[src/rtl/bcs_pkg.sv]
package bcs_pkg;

    typedef enum logic [2:0] {
        CK_FETCH  = 3'd0,
        CK_MEMRD  = 3'd1,
        CK_MEMWR  = 3'd2,
        CK_IORD   = 3'd3,
        CK_IOWR   = 3'd4,
        CK_INTACK = 3'd5,
        CK_HALT   = 3'd6
    } cyc_kind_e;

    typedef enum logic [3:0] {
        TS_IDLE, TS_T1, TS_T2, TS_TW, TS_T3, TS_T4, TS_T5, TS_T6, TS_DONE
    } tstate_e;

    typedef struct packed {
        logic io_m;
        logic s1;
        logic s0;
        logic rd_n;
        logic wr_n;
        logic inta_n;
    } busctl_t;

    localparam busctl_t CTL_IDLE = '{io_m: 1'b0, s1: 1'b0, s0: 1'b0,
                                     rd_n: 1'b1, wr_n: 1'b1, inta_n: 1'b1};

    // Line values while the strobe of the given kind is active.
    function automatic busctl_t kind_ctl(cyc_kind_e k);
        busctl_t c;
        c = CTL_IDLE;
        case (k)
            CK_FETCH:  c = '{1'b0, 1'b1, 1'b1, 1'b0, 1'b1, 1'b1};
            CK_MEMRD:  c = '{1'b0, 1'b1, 1'b0, 1'b0, 1'b1, 1'b1};
            CK_MEMWR:  c = '{1'b0, 1'b0, 1'b1, 1'b1, 1'b0, 1'b1};
            CK_IORD:   c = '{1'b1, 1'b1, 1'b0, 1'b0, 1'b1, 1'b1};
            CK_IOWR:   c = '{1'b1, 1'b0, 1'b1, 1'b1, 1'b0, 1'b1};
            CK_INTACK: c = '{1'b1, 1'b1, 1'b1, 1'b1, 1'b1, 1'b0};
            default:   c = CTL_IDLE;
        endcase
        return c;
    endfunction

    function automatic logic kind_reads(cyc_kind_e k);
        return (k == CK_FETCH) || (k == CK_MEMRD) || (k == CK_IORD) || (k == CK_INTACK);
    endfunction

    function automatic logic kind_writes(cyc_kind_e k);
        return (k == CK_MEMWR) || (k == CK_IOWR);
    endfunction

    function automatic logic in_strobe(tstate_e s);
        return (s == TS_T2) || (s == TS_TW) || (s == TS_T3);
    endfunction

    function automatic logic in_cycle(tstate_e s);
        return (s != TS_IDLE) && (s != TS_DONE);
    endfunction

endpackage

[src/rtl/bcs_tstate_fsm.sv]
module bcs_tstate_fsm
    import bcs_pkg::*;
(
    input  logic      clk,
    input  logic      rst,
    input  logic      start,
    input  cyc_kind_e kind_q,
    input  logic      long_q,
    input  logic      ready,
    output tstate_e   state,
    output logic      done
);

    tstate_e nxt;

    always_comb begin
        nxt = state;
        case (state)
            TS_IDLE: if (start) nxt = TS_T1;
            TS_T1:   nxt = TS_T2;
            TS_T2:   nxt = (kind_q != CK_HALT && !ready) ? TS_TW : TS_T3;
            TS_TW:   if (ready) nxt = TS_T3;
            TS_T3:   nxt = (kind_q == CK_FETCH) ? TS_T4 : TS_DONE;
            TS_T4:   nxt = long_q ? TS_T5 : TS_DONE;
            TS_T5:   nxt = TS_T6;
            TS_T6:   nxt = TS_DONE;
            TS_DONE: nxt = TS_IDLE;
            default: nxt = TS_IDLE;
        endcase
    end

    always_ff @(posedge clk) begin
        if (rst) state <= TS_IDLE;
        else     state <= nxt;
    end

    assign done = (state == TS_DONE);

    // completion lasts one cycle and returns to idle
    p_done_then_idle_r12: assert property (@(posedge clk) disable iff (rst)
        done |=> (state == TS_IDLE));

    // a wait state persists while the slave is not ready
    p_wait_holds_r11: assert property (@(posedge clk) disable iff (rst)
        (state == TS_TW && !ready) |=> (state == TS_TW));

    // halt never waits
    p_halt_no_wait_r7: assert property (@(posedge clk) disable iff (rst)
        (state == TS_T2 && kind_q == CK_HALT) |=> (state == TS_T3));

    // short fetch ends after the fourth state
    p_short_fetch_r2: assert property (@(posedge clk) disable iff (rst)
        (state == TS_T4 && !long_q) |=> done);

endmodule

[src/rtl/bcs_bus_lines.sv]
module bcs_bus_lines
    import bcs_pkg::*;
(
    input  logic      clk,
    input  logic      rst,
    input  tstate_e   state,
    input  cyc_kind_e kind_q,
    output logic      ale,
    output busctl_t   ctl,
    output logic      ctl_oe,
    output logic      strobe_on
);

    busctl_t full;

    always_comb begin
        full      = kind_ctl(kind_q);
        strobe_on = in_strobe(state);
        ctl       = CTL_IDLE;
        if (in_cycle(state)) begin
            ctl.io_m = full.io_m;
            ctl.s1   = full.s1;
            ctl.s0   = full.s0;
            if (strobe_on) begin
                ctl.rd_n   = full.rd_n;
                ctl.wr_n   = full.wr_n;
                ctl.inta_n = full.inta_n;
            end
        end
        ctl_oe = !(in_cycle(state) && kind_q == CK_HALT);
        ale    = (state == TS_T1);
    end

    // address strobe lasts one state
    p_ale_single_r8: assert property (@(posedge clk) disable iff (rst)
        ale |=> !ale);

    // at most one strobe active at a time
    p_one_strobe_r6: assert property (@(posedge clk) disable iff (rst)
        $countones({~ctl.rd_n, ~ctl.wr_n, ~ctl.inta_n}) <= 1);

    // strobes stay asserted from state to state inside the strobe window
    p_strobe_stable_r11: assert property (@(posedge clk) disable iff (rst)
        (strobe_on && in_strobe(state)) |=> (!in_strobe(state) || $stable(ctl)));

endmodule

[src/rtl/bcs_data_path.sv]
module bcs_data_path
    import bcs_pkg::*;
#(
    parameter int ADDR_W = 16,
    parameter int DATA_W = 8
) (
    input  logic              clk,
    input  logic              rst,
    input  logic              start,
    input  logic [2:0]        req_kind,
    input  logic              req_long,
    input  logic [ADDR_W-1:0] req_addr,
    input  logic [DATA_W-1:0] req_wdata,
    input  tstate_e           state,
    input  logic              strobe_on,
    input  logic [DATA_W-1:0] dbus_in,
    output cyc_kind_e         kind_q,
    output logic              long_q,
    output logic [ADDR_W-1:0] addr_q,
    output logic [DATA_W-1:0] dbus_out,
    output logic              dbus_oe,
    output logic [DATA_W-1:0] rdata_q
);

    logic [DATA_W-1:0] wdata_q;
    logic              busy;

    assign busy = (state != TS_IDLE);

    always_ff @(posedge clk) begin
        if (rst) begin
            kind_q  <= CK_HALT;
            long_q  <= 1'b0;
            addr_q  <= '0;
            wdata_q <= '0;
            rdata_q <= '0;
        end else begin
            if (start) begin
                kind_q  <= cyc_kind_e'(req_kind);
                long_q  <= req_long;
                addr_q  <= req_addr;
                wdata_q <= req_wdata;
            end
            if (state == TS_T3 && kind_reads(kind_q))
                rdata_q <= dbus_in;
        end
    end

    assign dbus_out = wdata_q;
    assign dbus_oe  = kind_writes(kind_q) && strobe_on;

    // the request registers are frozen while a cycle runs
    p_req_frozen_r12: assert property (@(posedge clk) disable iff (rst)
        busy |=> ($stable(addr_q) && $stable(kind_q)));

    // read data changes only on the edge ending the last strobe state
    p_rdata_hold_r10: assert property (@(posedge clk) disable iff (rst)
        (state != TS_T3) |=> $stable(rdata_q));

    // the data bus is never driven on a read kind
    p_no_drive_on_read_r9: assert property (@(posedge clk) disable iff (rst)
        kind_reads(kind_q) |-> !dbus_oe);

endmodule

[src/rtl/bus_cycle_seq.sv]
module bus_cycle_seq
    import bcs_pkg::*;
#(
    parameter int ADDR_W = 16,
    parameter int DATA_W = 8
) (
    input  logic              clk,
    input  logic              rst,
    input  logic              req_valid_i,
    input  logic [2:0]        req_kind_i,
    input  logic              req_long_i,
    input  logic [ADDR_W-1:0] req_addr_i,
    input  logic [DATA_W-1:0] req_wdata_i,
    input  logic              ready_i,
    input  logic [DATA_W-1:0] dbus_i,
    output logic [ADDR_W-1:0] addr_o,
    output logic              ale_o,
    output logic              io_m_o,
    output logic              s1_o,
    output logic              s0_o,
    output logic              rd_n_o,
    output logic              wr_n_o,
    output logic              inta_n_o,
    output logic              ctl_oe_o,
    output logic [DATA_W-1:0] dbus_o,
    output logic              dbus_oe_o,
    output logic [DATA_W-1:0] rdata_o,
    output logic              done_o
);

    tstate_e   state;
    cyc_kind_e kind_q;
    logic      long_q;
    logic      start;
    logic      strobe_on;
    busctl_t   ctl;

    assign start = req_valid_i && (state == TS_IDLE);

    bcs_tstate_fsm u_fsm (
        .clk    (clk),
        .rst    (rst),
        .start  (start),
        .kind_q (kind_q),
        .long_q (long_q),
        .ready  (ready_i),
        .state  (state),
        .done   (done_o)
    );

    bcs_data_path #(.ADDR_W(ADDR_W), .DATA_W(DATA_W)) u_dp (
        .clk       (clk),
        .rst       (rst),
        .start     (start),
        .req_kind  (req_kind_i),
        .req_long  (req_long_i),
        .req_addr  (req_addr_i),
        .req_wdata (req_wdata_i),
        .state     (state),
        .strobe_on (strobe_on),
        .dbus_in   (dbus_i),
        .kind_q    (kind_q),
        .long_q    (long_q),
        .addr_q    (addr_o),
        .dbus_out  (dbus_o),
        .dbus_oe   (dbus_oe_o),
        .rdata_q   (rdata_o)
    );

    bcs_bus_lines u_lines (
        .clk       (clk),
        .rst       (rst),
        .state     (state),
        .kind_q    (kind_q),
        .ale       (ale_o),
        .ctl       (ctl),
        .ctl_oe    (ctl_oe_o),
        .strobe_on (strobe_on)
    );

    assign io_m_o   = ctl.io_m;
    assign s1_o     = ctl.s1;
    assign s0_o     = ctl.s0;
    assign rd_n_o   = ctl.rd_n;
    assign wr_n_o   = ctl.wr_n;
    assign inta_n_o = ctl.inta_n;

    // nothing strobes while idle
    p_idle_quiet_r1: assert property (@(posedge clk) disable iff (rst)
        (state == TS_IDLE) |-> (rd_n_o && wr_n_o && inta_n_o && !dbus_oe_o));

    // halt releases the control pads and keeps the status bits low
    p_halt_released_r7: assert property (@(posedge clk) disable iff (rst)
        !ctl_oe_o |-> (!s1_o && !s0_o && inta_n_o));

endmodule

[config.mk]
export PLATFORM = sky130hd
export DESIGN_NAME = bus_cycle_seq
export DESIGN_NICKNAME = d
export VERILOG_FILES = /design/src/rtl/bcs_pkg.sv /design/src/rtl/bcs_tstate_fsm.sv /design/src/rtl/bcs_bus_lines.sv /design/src/rtl/bcs_data_path.sv /design/src/rtl/bus_cycle_seq.sv
export SDC_FILE = /design/constraint.sdc
export NUM_CORES = 1
export LEC_CHECK = 0
export BUFFER_PORTS_ARGS = -buffer_cell sky130_fd_sc_hd__buf_2
export CORE_MARGIN = 10
export CORE_UTILIZATION = 41
export CTS_CLUSTER_SIZE = 25
export DETAILED_ROUTE_END_ITERATION = 8
export PLACE_DENSITY = 0.84
export SLEW_MARGIN = 20
export SYNTH_ARGS = -nofsm -noshare
export SYNTH_HDL_FRONTEND = slang
export SYNTH_SLANG_ARGS = --single-unit
[constraint.sdc]
create_clock -name clk -period 1.69 [get_ports clk]
set_input_delay 0.0845 -clock clk [delete_from_list [all_inputs] [get_ports clk]]
set_output_delay 0.0845 -clock clk [all_outputs]
set_load 0.005 [all_outputs]
**Word-level counts from Yosys, hierarchy flattened**

Cells that the tools add are included.

- RAM bits: 0
- Logic and storage cells: 51
- Register bits: 40
- Memories: 0
- Memory bits (read-only): 0
- Bits of input ports: 40
- Latch bits: 0
- Output and inout bits: 42

- Reductions and logical operators: 18
- Divide/modulo/power cells: 0
- Add/sub/neg operators: 0
- Shift-type cells: 0
- $mul: 0
- Bitwise gates (word level): 0
- Equality and inequality tests: 18
- Mux-type cells: 9
- Magnitude comparators: 0

Operators by type and width:

| cell | number |
|---|---|
| $pmux 6 s6 | 1 |
| $pmux 4 s8 | 1 |
| $eq 4x3->1 const B | 4 |
| $mux 4 | 4 |
| $eq 3x3->1 const B | 3 |
| $eq 4x2->1 const B | 2 |
| $eq 3x2->1 const B | 2 |
| $logic_and 1x1->1 | 6 |
| $logic_or 1x1->1 | 6 |
| $mux 3 | 2 |
| $mux 6 | 1 |
| $eq 4x1->1 const B | 1 |
| $eq 4x4->1 const B | 1 |
| $logic_not 4->1 | 1 |
| $ne 2x2->1 const B | 2 |
| $ne 4x4->1 const B | 1 |
| $reduce_bool 4->1 | 1 |
| $eq 3x1->1 const B | 1 |
| $logic_not 3->1 | 1 |
| $ne 3x3->1 const B | 1 |
| $logic_not 1->1 | 2 |
| $reduce_and 2->1 | 1 |

**Longest topological paths before layout**

Gate-level depths: netlist (run 1).

- Depth after elaboration: 5
- Depth in mapped cells: 7
- Depth with buffers taken out: 4

**Hierarchy**

Synthesis (run 1) repeated with hierarchy kept, for this count alone.

- Cell total of the unflattened synthesis: 189
- Area, all modules: 1840.5 µm²

By module, submodules not included:

| module | area each (µm²) | cells an instance | times used | seq. area each (µm²) |
|---|---|---|---|---|
| bcs_data_path | 1381.3 | 129 | 1 | 720.7 |
| bcs_tstate_fsm | 309.0 | 38 | 1 | 80.1 |
| bcs_bus_lines | 131.4 | 20 | 1 | 0.0 |
| bus_cycle_seq | 18.8 | 2 | 1 | 0.0 |

**Worst setup path after synthesis (run 1)**

Ideal clock, no wire load.

- Path type: register to register
- Start: register u_fsm.state[3]
- End: register u_dp.rdata_q[0]
- Slack: -0.008 ns
- Period minus slack after synthesis: 1.698 ns
- Arrival time: 1.571 ns
- Library setup time: 0.128 ns
- Stages on the path, launching flop included: 6
- Path through: dfxtp_1 buf_6 or4b_4 a211oi_4 mux2i_1 nor2_1

- Word-level cells in the longest chain between the ends: 2

RTL lines:

| element | RTL line | source |
|---|---|---|
| from (decl) | bcs_tstate_fsm.sv:10 | `output tstate_e state,` |
| from (signal assigned) | bcs_tstate_fsm.sv:34 | `else state <= nxt;` |
| $eq 4x3->1 | bcs_data_path.sv:44 | `if (state == TS_T3 && kind_reads(kind_q))` |
| $logic_and 1x1->1 | bcs_data_path.sv:44 |  |
| to (signal assigned) | bcs_data_path.sv:45 | `rdata_q <= dbus_in;` |
| to (decl) | bcs_data_path.sv:22 | `output logic [DATA_W-1:0] rdata_q` |

No other way between the ends.
A chain may end at the register's enable or synchronous reset.

**Final worst setup path (run 1)**

- Start: register u_fsm.state[1]
- End: output port wr_n_o

- Word-level cells in the longest chain between the ends: 5
- Elaborated cells between the ends (all ways): 10
- Classes of those cells: eq/ne (4); mux (2); reduce/logical (4)

RTL lines:

| element | RTL line | source |
|---|---|---|
| $eq 4x2->1 | bcs_pkg.sv:54 | `return (s == TS_T2) \|\| (s == TS_TW) \|\| (s == TS_T3);` |
| $logic_or 1x1->1 (2 in series) | bcs_pkg.sv:54 |  |
| $mux 3 | bcs_bus_lines.sv:24 | `if (strobe_on) begin` |
| $mux 6 * | bcs_bus_lines.sv:20 | `if (in_cycle(state)) begin` |
| to (decl) | bus_cycle_seq.sv:22 | `output logic wr_n_o,` |

Every way passes the cells marked *; elsewhere a longest branch is shown, timed or not.

==> key figures, run 1 <==
Detailed routing
  – Detailed-route via count: 1731
  – Final ANT Viol Nets: 0
  – Routed Wire Length: 4750 µm
  – Pre-Repair DR Iteration Count: 4
  – Post-route DRC: 0
  – Post-DR wirelength/cell: 13.6 µm
  – Drt initial violations: 75
  – Vias/cell: 4.96

Yosys
  – XOR/XNOR share of the synthesized area: 0.518%
  – Combinational family with the most area after synthesis: simple AND/OR/NAND/NOR gates
  – Async SR Flop Fraction: 0%
  – Yosys warns: 0
  – Largest area contributor in the netlist: dfxtp_1
  – Area contributors post-synth: dfxtp_1, nand2_1, a21oi_1
  – Proportion of synthesized area in mux cells: 5.33%
  – Library cells used by synthesis: 34
  – Register area share after synthesis: 47.4%
  – Cells after Synth: 209
  – Net Count, Synth: 249
  – Register bit total from synthesis: 40
  – Compound-gate portion of the synthesized area: 14.7%
  – Number of synthesized flops with an enable pin: 0
  – Syn avg cell area: 8.09 µm²
  – Post-synth top area share: 47.4%
  – Post-synthesis simple-gate area fraction: 28.1%
  – Main flop type after synthesis: dfxtp_1
  – Cell area after synthesis: 1690 µm²
  – Adder-Cell Fraction of Synth Area: 0%

Cells and area
  – N_diodes: 0
  – Fill count: 359
  – Synth-to-layout area growth: 41.8%
  – Post-route insts no fill: 349
  – Fraction of layout cells with a size suffix above 1: 39.5%
  – Post-route cell area: 2400 µm²
  – Layout net count: 338

Floorplanning
  – Num ports: 82
  – Core box area: 4000 µm²
  – DIE WIDTH: 84.2 µm
  – Initial Utilization: 42.3%
  – Die area: 7090 µm²
  – Die Ht: 84.2 µm
  – Row Count: 23

Min path
  – Hold EP: u_dp.kind_q[2]
  – Hold WC Path Type: in -> reg
  – Hold Path Stages: 3
  – Hold_sp: req_kind_i[2]

Clocking
  – Sink Count: 40
  – Worst-path clk slew: 0.08 ns
  – Max clock buf depth: 2
  – CTS tree: built
  – Worst-Skew Late Latency: 0.29 ns
  – Num CTS Buffers: 5
  – Hold-fix buffer count after cts: 0
  – CTS H-tree lvls: 2
  – CTS root buffer: clkbuf_8

STA
  – Minimum clock period: 1.68 ns
  – Final setup fails: 0
  – Period utilization: 99.6%
  – Clock skew: 0.00618 ns
  – RSZ-0062 raised after global routing: yes
  – Worst-margin pin slew: 0.377 ns
  – Final hold vios: 0
  – Min Hold Slack: 0.00918 ns
  – Fmax: 594 MHz
  – Final Max Tran Viols: 0
  – Slew HR: 74.9%
  – Post-route setup TNS: 0 ns

Power and ir drop
  – Pwr/cell area: 994 nW/µm²
  – Peak supply drop: 0.000762 V
  – Final Power: 2380 µW
  – Leak Pwr: 0.00109 µW

Placement
  – HPWL Detailed: 3540 µm
  – DP Area: 2210 µm²
  – Placed Cells: 337
  – Final GP Congestion: 0.905
  – Port bufs: 81

Critical path
  – Worst Setup SP: u_fsm.state[1]
  – FF-to-FF path depth: 5
  – Crit end category: output pin
  – Critical path startpoint category: flip-flop
  – Crit path DAT: 1.60 ns
  – Crit Path Max Fanout: 5
  – Critical path required time: 1.61 ns
  – Reg2reg end: u_dp.rdata_q[6]
  – Worst setup path category: reg -> out
  – Internal reg-to-reg setup slack: 0.07 ns
  – Reg2Reg Launch Point: u_fsm.state[1]

Global route
  – Number of global-route vias before repair: 1846
  – First-pass GRT wire length: 8020 µm
  – GR Util All Layers: 13.2%
  – Initial antenna violation count: 0
  – Largest net degree at the start of global routing: 29
  – GRT Residual Overflow: 0

Run status
  – Status: completed

Job
  – Max-cap violations: 0
## state kept, by name, indices dropped and copies added, names as in the netlist
signal and flops:
u_dp.rdata_q 8, u_dp.dbus_out 8, u_dp.addr_q 16, u_dp.long_q 1, u_dp.kind_q 3, u_fsm.state 4
## metrics by stage
| stage | util, % | worst slack [ns] |
|---|---|---|
| after global routing | 59.9 | -0.0885 |
| after CTS | 59.3 | 0.00561 |
| final | 59.9 | 0.00733 |
| after detailed placement | 55.2 | 0.0817 |
| after global placement | 55.2 | 0.124 |
| after floorplan | - | -0.00832 |
## power breakdown
group	total [µW]	internal (µW)	switching, µW
registers	1050	1010	38.6
clock network	811	483	328
logic	519	242	277
## worst max-delay path, stage by stage (launching register included)
cell	delay, ns
dfxtp_4	0.39
nor2b_4	0.18
a21oi_2	0.05
or2_4	0.23
or3_1	0.33
buf_2	0.13
## timing repair
item / in CTS / in global routing
pin swaps: 0 / 0
gates resized for setup: 12 / 1
setup buffers: 1 / 3
cloned: 0 / 0
setup endpoints to repair: 3 / 2
## synth_stat cells (2+ instances only)
cell      count
a211oi_1      2
a21oi_1      30
clkbuf_1     13
dfxtp_1      40
mux2i_1       9
nand2_1      57
nand2b_1      2
nand3b_1      3
nor2_1       13
nor2b_1       7
nor3_1        4
o21ai_0       4
or2_2         2
or3_1         3
## worst max-delay path by stage
stage / end / slack [ns] / depth (start not counted)
final: wr_n_o / 0.007 / 5
after floorplan: u_dp.rdata_q[0] / -0.008 / 5
after CTS: wr_n_o / 0.006 / 5
after detailed placement: u_dp.rdata_q[6] / 0.08 / 5
after global placement: u_dp.rdata_q[4] / 0.12 / 5
after global routing: wr_n_o / -0.09 / 5
## per-layer routing
layer,GRT usage (%),routed length (µm),part of all wire (%)
met2,23.3,2200,46
met5,0,0,0
met1,12.6,1920,40
met3,8.41,576,12
met4,3.20,51,1.1
## cells in the final DEF, fill, tap and decap left out, drive strengths merged
cell type / synthesis / final
nor3: 4 / 4
nor2: 13 / 13
nand4b: 1 / 1
bufinv: 0 / 1
clkbuf: 13 / 6
and2: 2 / 2
a31oi: 1 / 1
o2111a: 1 / 1
inv: 1 / 1
nand3: 1 / 1
a21oi: 30 / 30
a221oi: 1 / 1
a211oi: 3 / 3
and3: 1 / 1
mux2i: 9 / 9
nor2b: 7 / 7
or2: 2 / 2
clkinv: 0 / 1
buf: 2 / 97
o31a: 1 / 1
o21ai: 4 / 4
or4b: 2 / 2
or3: 3 / 3
and3b: 1 / 1
nand3b: 3 / 3
nand2: 57 / 57
o21a: 1 / 1
nor4: 1 / 1
xnor2: 1 / 1
nand2b: 2 / 2
nor3b: 1 / 1
dfxtp: 40 / 40
## cells by family (layout without fill, tap and decap cells)
| logic type | Yosys count | in the layout |
|---|---|---|
| AOI/OAI and AO/OA | 42 | 42 |
| muxes | 9 | 9 |
| DFF | 40 | 40 |
| and+or+nand+nor | 101 | 101 |
| xor gates and xnor gates | 1 | 1 |
| buffers and inverters | 16 | 106 |
## cell type report
class                           count  area [µm²]  area share [%]
Multi-Input combinational cell    153         847            35.3
Sequential cell                    40         808            33.7
Timing Repair Buffer               97         554            23.1
Clock buffer                        6        82.6            3.44
Tap cell                           50        62.6            2.61
Clock inverter                      2        38.8            1.62
Inverter                            1        3.75           0.157
(Power assumes the default switching activity.)
==> run 2, diff against run 1 <==
==> constraint.sdc (replaced) <==
create_clock -name clk -period 1.69 [get_ports clk]
set_input_delay 0.2535 -clock clk [delete_from_list [all_inputs] [get_ports clk]]
set_output_delay 0.2535 -clock clk [all_outputs]
set_load 0.005 [all_outputs]
==> run 2 against run 1 <==
The flow now finishes with violations (negative setup slack). Total power up 1.4%. Register-to-register slack about the same. Cell area unchanged. Die area unchanged. Critical endpoint unchanged.
==> key figures, run 2 (synthesized netlist as in run 1, its figures left out) <==
Job
  – Max-cap violations: 0 (unchanged)

Critical path
  – Crit Path Max Fanout: 5 (unchanged)
  – CP peak stage delay: 0.38 ns (about the same)
  – Critical path startpoint category: flip-flop
  – Crit path DAT: 1.59 ns (about the same)
  – Critical path required time: 1.44 ns (-0.17 ns)
  – Cells along the critical path: nor2b_4 -> a21oi_2 -> or2_4 -> or3_1 -> buf_2
  – Crit end category: output pin
  – Worst setup path category: reg -> out
  – Slowest CP cell: dfxtp_4

Placement
  – Placed Cells: 338 (+0.30%)
  – Pre-CTS setup slack: -0.0121 ns (-0.0938 ns)
  – Port bufs: 81 (unchanged)
  – Final GP Congestion: 0.887 (-2.0%)
  – HPWL Detailed: 3560 µm (+0.48%)

STA
  – RSZ-0062 raised after global routing: yes
  – Final hold vios: 0 (unchanged)
  – Slew HR: 80.0% (+5.1 points)
  – Clock skew: 0.00465 ns (-0.00153 ns)
  – Post-route setup TNS: -0.260 ns (-0.260 ns)
  – Post-layout worst setup margin: -0.154 ns (-0.162 ns)
  – Final setup fails: 2 (+2)
  – Final Max Tran Viols: 0 (unchanged)
  – Period utilization: 109% (+9.6 points)
  – Worst-margin pin slew: 0.299 ns (-0.0772 ns)
  – Minimum clock period: 1.84 ns (+0.162 ns)
  – Fmax: 542 MHz (-8.8%)

Power and ir drop
  – Leak Pwr: 0.00109 µW (-0.43%)
  – Peak supply drop: 0.000540 V (-29%)
  – Pwr/cell area: 1010 nW/µm² (+1.4%)

Floorplanning
  – Row Count: 23 (unchanged)
  – Initial Utilization: 42.3% (unchanged)
  – Die area: 7090 µm² (unchanged)
  – Num ports: 82 (unchanged)
  – DIE WIDTH: 84.2 µm (unchanged)
  – Core box area: 4000 µm² (unchanged)
  – Die Ht: 84.2 µm (unchanged)

Clocking
  – CTS root buffer: clkbuf_8
  – Num CTS Buffers: 5 (unchanged)
  – Worst-Skew Late Latency: 0.28 ns (about the same)
  – Sink Count: 40 (unchanged)
  – CTS H-tree lvls: 2 (unchanged)
  – Max clock buf depth: 2 (unchanged)
  – CTS tree: built
  – Worst-path clk slew: 0.08 ns (about the same)

Cells and area
  – N_diodes: 0 (unchanged)
  – Most common cell after layout, fill and taps aside: buf_2
  – Fill count: 361 (+0.56%)
  – Fraction of layout cells with a size suffix above 1: 40.4% (+0.94 points)
  – Max reg flops: 16 (unchanged)
  – Layout net count: 336 (-0.59%)
  – Post-route insts no fill: 347 (-0.57%)
  – FF/Latch Area: 810 µm² (+0.15%)
  – Area occupied by multi-input gates: 860 µm² (+1.5%)
  – Largest Register: u_dp.addr_q
  – Most frequent cells in the layout: buf_2, nand2_1, dfxtp_1
  – Synth-to-layout area growth: 41.8% (unchanged)

Global route
  – GRT Residual Overflow: 0 (unchanged)
  – Initial antenna violation count: 0 (unchanged)
  – GR Util All Layers: 12.6% (-0.66 points)
  – Largest net degree at the start of global routing: 29 (unchanged)
  – Number of global-route vias before repair: 1688 (-8.6%)
  – First-pass GRT wire length: 7610 µm (-5.1%)

Run status
  – Failing checks: negative setup slack
  – Status: complete, but fails checks

Detailed routing
  – Pre-Repair DR Iteration Count: 4 (unchanged)
  – Routed Wire Length: 4730 µm (-0.44%)
  – Post-DR wirelength/cell: 13.6 µm (+0.13%)
  – Drt initial violations: 66 (-12%)
  – Detailed-route via count: 1699 (-1.8%)
  – Post-route DRC: 0 (unchanged)
  – Vias/cell: 4.90 (-1.3%)
  – Final ANT Viol Nets: 0 (unchanged)

Min path
  – Hold WC Path Type: in -> reg
[run 2: changes by cell type in the layout (fill, tap and decap cells not counted), moves of 2 or more]
| cell | previous run | this run |
|---|---|---|
| nor2b_2 | 0 | 2 |
| nor2b_1 | 5 | 3 |
| a211oi_1 | 2 | 0 |
| a211oi_2 | 0 | 2 |
[run 2: critical path, delay by kind of cell (launching register included)]
kind / cells / cell delay (ns)
DFF: 1 / 0.38
and+or+nand+nor: 3 / 0.74
buffers and inverters: 1 / 0.13
AOI/OAI and AO/OA: 1 / 0.05
[run 2: layout make-up]
| type | count | share of cell area, % |
|---|---|---|
| Tap cell | 50 | 2.61 |
| Sequential cell | 40 | 33.8 |
| Timing Repair Buffer | 95 | 22.3 |
| Multi-Input combinational cell | 153 | 35.9 |
| Clock buffer | 7 | 4.02 |
| Inverter | 1 | 0.157 |
| Clock inverter | 1 | 1.25 |
[run 2: through the flow]
stage | hold slack (ns) | utilization, % | total power, µW | instance area (µm²)
2_1_floorplan | 0.378 | - | 1350 | 1700
3_5_place_dp | 0.443 | 55.5 | 1580 | 2220
4_1_cts | 0.165 | 59.5 | 2440 | 2380
3_3_place_gp | 0.439 | 55.5 | 1570 | 2220
5_1_grt | 0.162 | 59.9 | 2550 | 2400
6_report | 0.173 | 59.9 | 2410 | 2400
[run 2: worst paths after layout]
kind                    startpoint          endpoint  slack [ns]  cells after the start
setup / recovery    u_fsm.state[1]            wr_n_o       -0.15                      5
hold / removal       req_kind_i[1]    u_dp.kind_q[1]        0.17                      3
setup reg to reg    u_fsm.state[1]   u_dp.rdata_q[5]        0.08                      5
hold reg to reg   u_dp.dbus_out[3]  u_dp.dbus_out[3]        0.45                      2
[run 2: metal layers]
| layer | track usage, % | part of all wire, % |
|---|---|---|
| met1 | 12.4 | 39 |
| met3 | 9.28 | 14 |
| met5 | 0 | 0 |
| met4 | 3.65 | 0.72 |
| met2 | 20.5 | 46 |
[run 2: power by group]
part	total, µW	internal (µW)	switching (µW)	leakage, µW
combinational	523	242	281	0.000694
clock	838	521	317	0.0000645
sequential	1050	1010	38.7	0.000329
total	2410	1780	637	0.00109
[run 2: repair_timing]
action / in CTS / in global routing
hold buffers: 0 / 0
cloned: 0 / 0
pin swaps: 0 / 2
gates resized for setup: 10 / 5
setup buffers: 1 / 0
setup endpoints to repair: 4 / 7
==> run 3, diff against run 2 <==
- CORE_UTILIZATION: 41 -> 49
- PLACE_DENSITY: 0.84 -> 0.93
- clock period: 1.69 -> 2.3 ns (I/O delays scaled with it)
==> run 3 against run 2 <==
Critical path depth unchanged. Register-to-register slack improved by 0.28 ns. Global-route usage increased by 2.0 points. Clock power decreased by 43%. The run now ends clean. Sequential share of layout area increased by 3.0 points.
==> key figures, run 3 (synthesized netlist as in run 1, its figures left out) <==
Placement
  – HPWL Detailed: 3470 µm (-2.5%)
  – Final GP Congestion: 0.890 (+0.29%)
  – Port bufs: 81 (unchanged)
  – Placed Cells: 322 (-4.7%)

Floorplanning
  – Core box area: 3340 µm² (-17%)
  – Row Count: 21 (-8.7%)
  – Initial Utilization: 50.7% (+8.4 points)
  – Die area: 6200 µm² (-13%)
  – DIE WIDTH: 78.7 µm (-6.5%)
  – Die Ht: 78.7 µm (-6.5%)
  – Num ports: 82 (unchanged)

Detailed routing
  – Final ANT Viol Nets: 0 (unchanged)
  – Drt initial violations: 139 (+110%)
  – Pre-Repair DR Iteration Count: 4 (unchanged)
  – Vias/cell: 5.00 (+2.2%)
  – Post-DR wirelength/cell: 13.7 µm (+0.52%)
  – Detailed-route via count: 1651 (-2.8%)
  – Routed Wire Length: 4520 µm (-4.4%)
  – Post-route DRC: 0 (unchanged)

Global route
  – GRT Residual Overflow: 0 (unchanged)
  – Initial antenna violation count: 0 (unchanged)
  – First-pass GRT wire length: 7400 µm (-2.8%)
  – Number of global-route vias before repair: 1611 (-4.6%)
  – GR Util All Layers: 14.6% (+2.0 points)
  – Largest net degree at the start of global routing: 39 (+34%)

Clocking
  – CTS root buffer: clkbuf_4
  – Num CTS Buffers: 5 (unchanged)
  – Post-CTS setup buffer count: 0 (-1)
  – Sink Count: 40 (unchanged)
  – Max clock buf depth: 2 (unchanged)
  – CTS H-tree lvls: 2 (unchanged)
  – Worst-path clk slew: 0.12 ns (+0.04 ns)
  – Hold-fix buffer count after cts: 0 (unchanged)
  – Worst-Skew Late Latency: 0.33 ns (+0.05 ns)
  – CTS tree: built

Critical path
  – Critical path required time: 1.96 ns (+0.52 ns)
  – Worst setup path category: reg -> out
  – Crit Path Max Fanout: 12 (+7)
  – Crit end category: output pin
  – Crit path DAT: 1.81 ns (+0.22 ns)
  – Cells along the critical path: nor2b_1 -> a21oi_1 -> or2_2 -> or3_1 -> buf_2
  – Critical path startpoint category: flip-flop
  – CP peak stage delay: 0.43 ns (+0.05 ns)
  – Slowest CP cell: dfxtp_4

Cells and area
  – Most common cell after layout, fill and taps aside: buf_2
  – Largest Register: u_dp.addr_q
  – N_diodes: 0 (unchanged)
  – Synth-to-layout area growth: 30.2%
  – Fraction of layout cells with a size suffix above 1: 34.9% (-5.5 points)
  – Layout net count: 323 (-3.9%)
  – Finished Core Util: 66.0% (+6.0 points)
  – Max reg flops: 16 (unchanged)
  – Post-route insts no fill: 330 (-4.9%)
  – Most frequent cells in the layout: buf_2, nand2_1, dfxtp_1
  – Fill count: 291 (-19%)

STA
  – Min Hold Slack: 0.216 ns (+0.0432 ns)
  – Minimum clock period: 2.16 ns
  – Worst-margin pin slew: 0.949 ns (+0.650 ns)
  – Fmax: 463 MHz
  – Clock skew: 0.0125 ns (+0.00785 ns)
  – Post-route setup TNS: 0 ns (+0.260 ns)
  – RSZ-0062 raised after global routing: no
  – Final Max Tran Viols: 0 (unchanged)
  – Slew HR: 36.7% (-43 points)
  – Final setup fails: 0 (-2)
  – Period utilization: 93.9%
  – Final hold vios: 0 (unchanged)

Power and ir drop
  – Leak Pwr: 0.000990 µW (-9.0%)
  – Peak supply drop: 0.000637 V (+18%)
  – Final Power: 1580 µW (-35%)
  – Pwr/cell area: 718 nW/µm² (-29%)

Run status
  – Status: completed

Job
  – Max-cap violations: 0 (unchanged)

Min path
  – Hold WC Path Type: in -> reg
[run 3: cell count changes in the layout (fill, tap and decap cells not counted), sizes merged]
cell    change
clkbuf      -1
buf        -13
clkinv      +1
[run 3: timing repair]
item | in CTS | in global routing
gates cloned | 0 | 0
gates resized for setup | 3 | 3
setup endpoints to repair | 2 | 2
[run 3: worst paths after layout]
kind	startpoint	endpoint	slack, ns	depth (start not counted)
max	u_fsm.state[1]	wr_n_o	0.14	5
min	req_kind_i[1]	u_dp.kind_q[1]	0.22	3
max reg2reg	u_fsm.state[0]	u_dp.rdata_q[6]	0.36	4
min reg2reg	u_dp.addr_q[5]	u_dp.addr_q[5]	0.46	2
[run 3: area by class of cell]
cell class	count	area, µm²	share of cell area, %
Clock inverter	2	38.8	1.76
Tap cell	46	57.6	2.62
Multi-Input combinational cell	153	828	37.6
Clock buffer	6	51.3	2.33
Inverter	1	3.75	0.171
Sequential cell	40	808	36.7
Timing Repair Buffer	82	413	18.8
[run 3: stage by stage]
stage                     setup WS [ns]  instance area [µm²]
final                             0.140                 2200
after global routing             0.0196                 2200
after CTS                        0.0489                 2190
after detailed placement          0.266                 2100
after global placement            0.360                 2100
after floorplan                   0.414                 1690
[run 3: metal layers]
layer / global-route usage [%] / wire (µm) / vias to the layer above
met2: 22.8 / 2080 / 67
met3: 11.7 / 733 / 2
li1: - / - / 848
met1: 14.6 / 1680 / 734
met5: 0 / 0 / -
met4: 4.12 / 23 / 0
[run 3: worst max-delay path: cells and delay by family (launching register included)]
family,cells,cell delay [ns]
simple gates,3,0.85
flops,1,0.43
compound gates,1,0.07
buf+inv,1,0.14
[run 3: report_power, final]
part	leakage [µW]	switching [µW]	internal, µW
clock	0.0000484	216	260
sequential	0.000329	52.1	745
combinational	0.000613	168	138
total	0.000990	437	1140
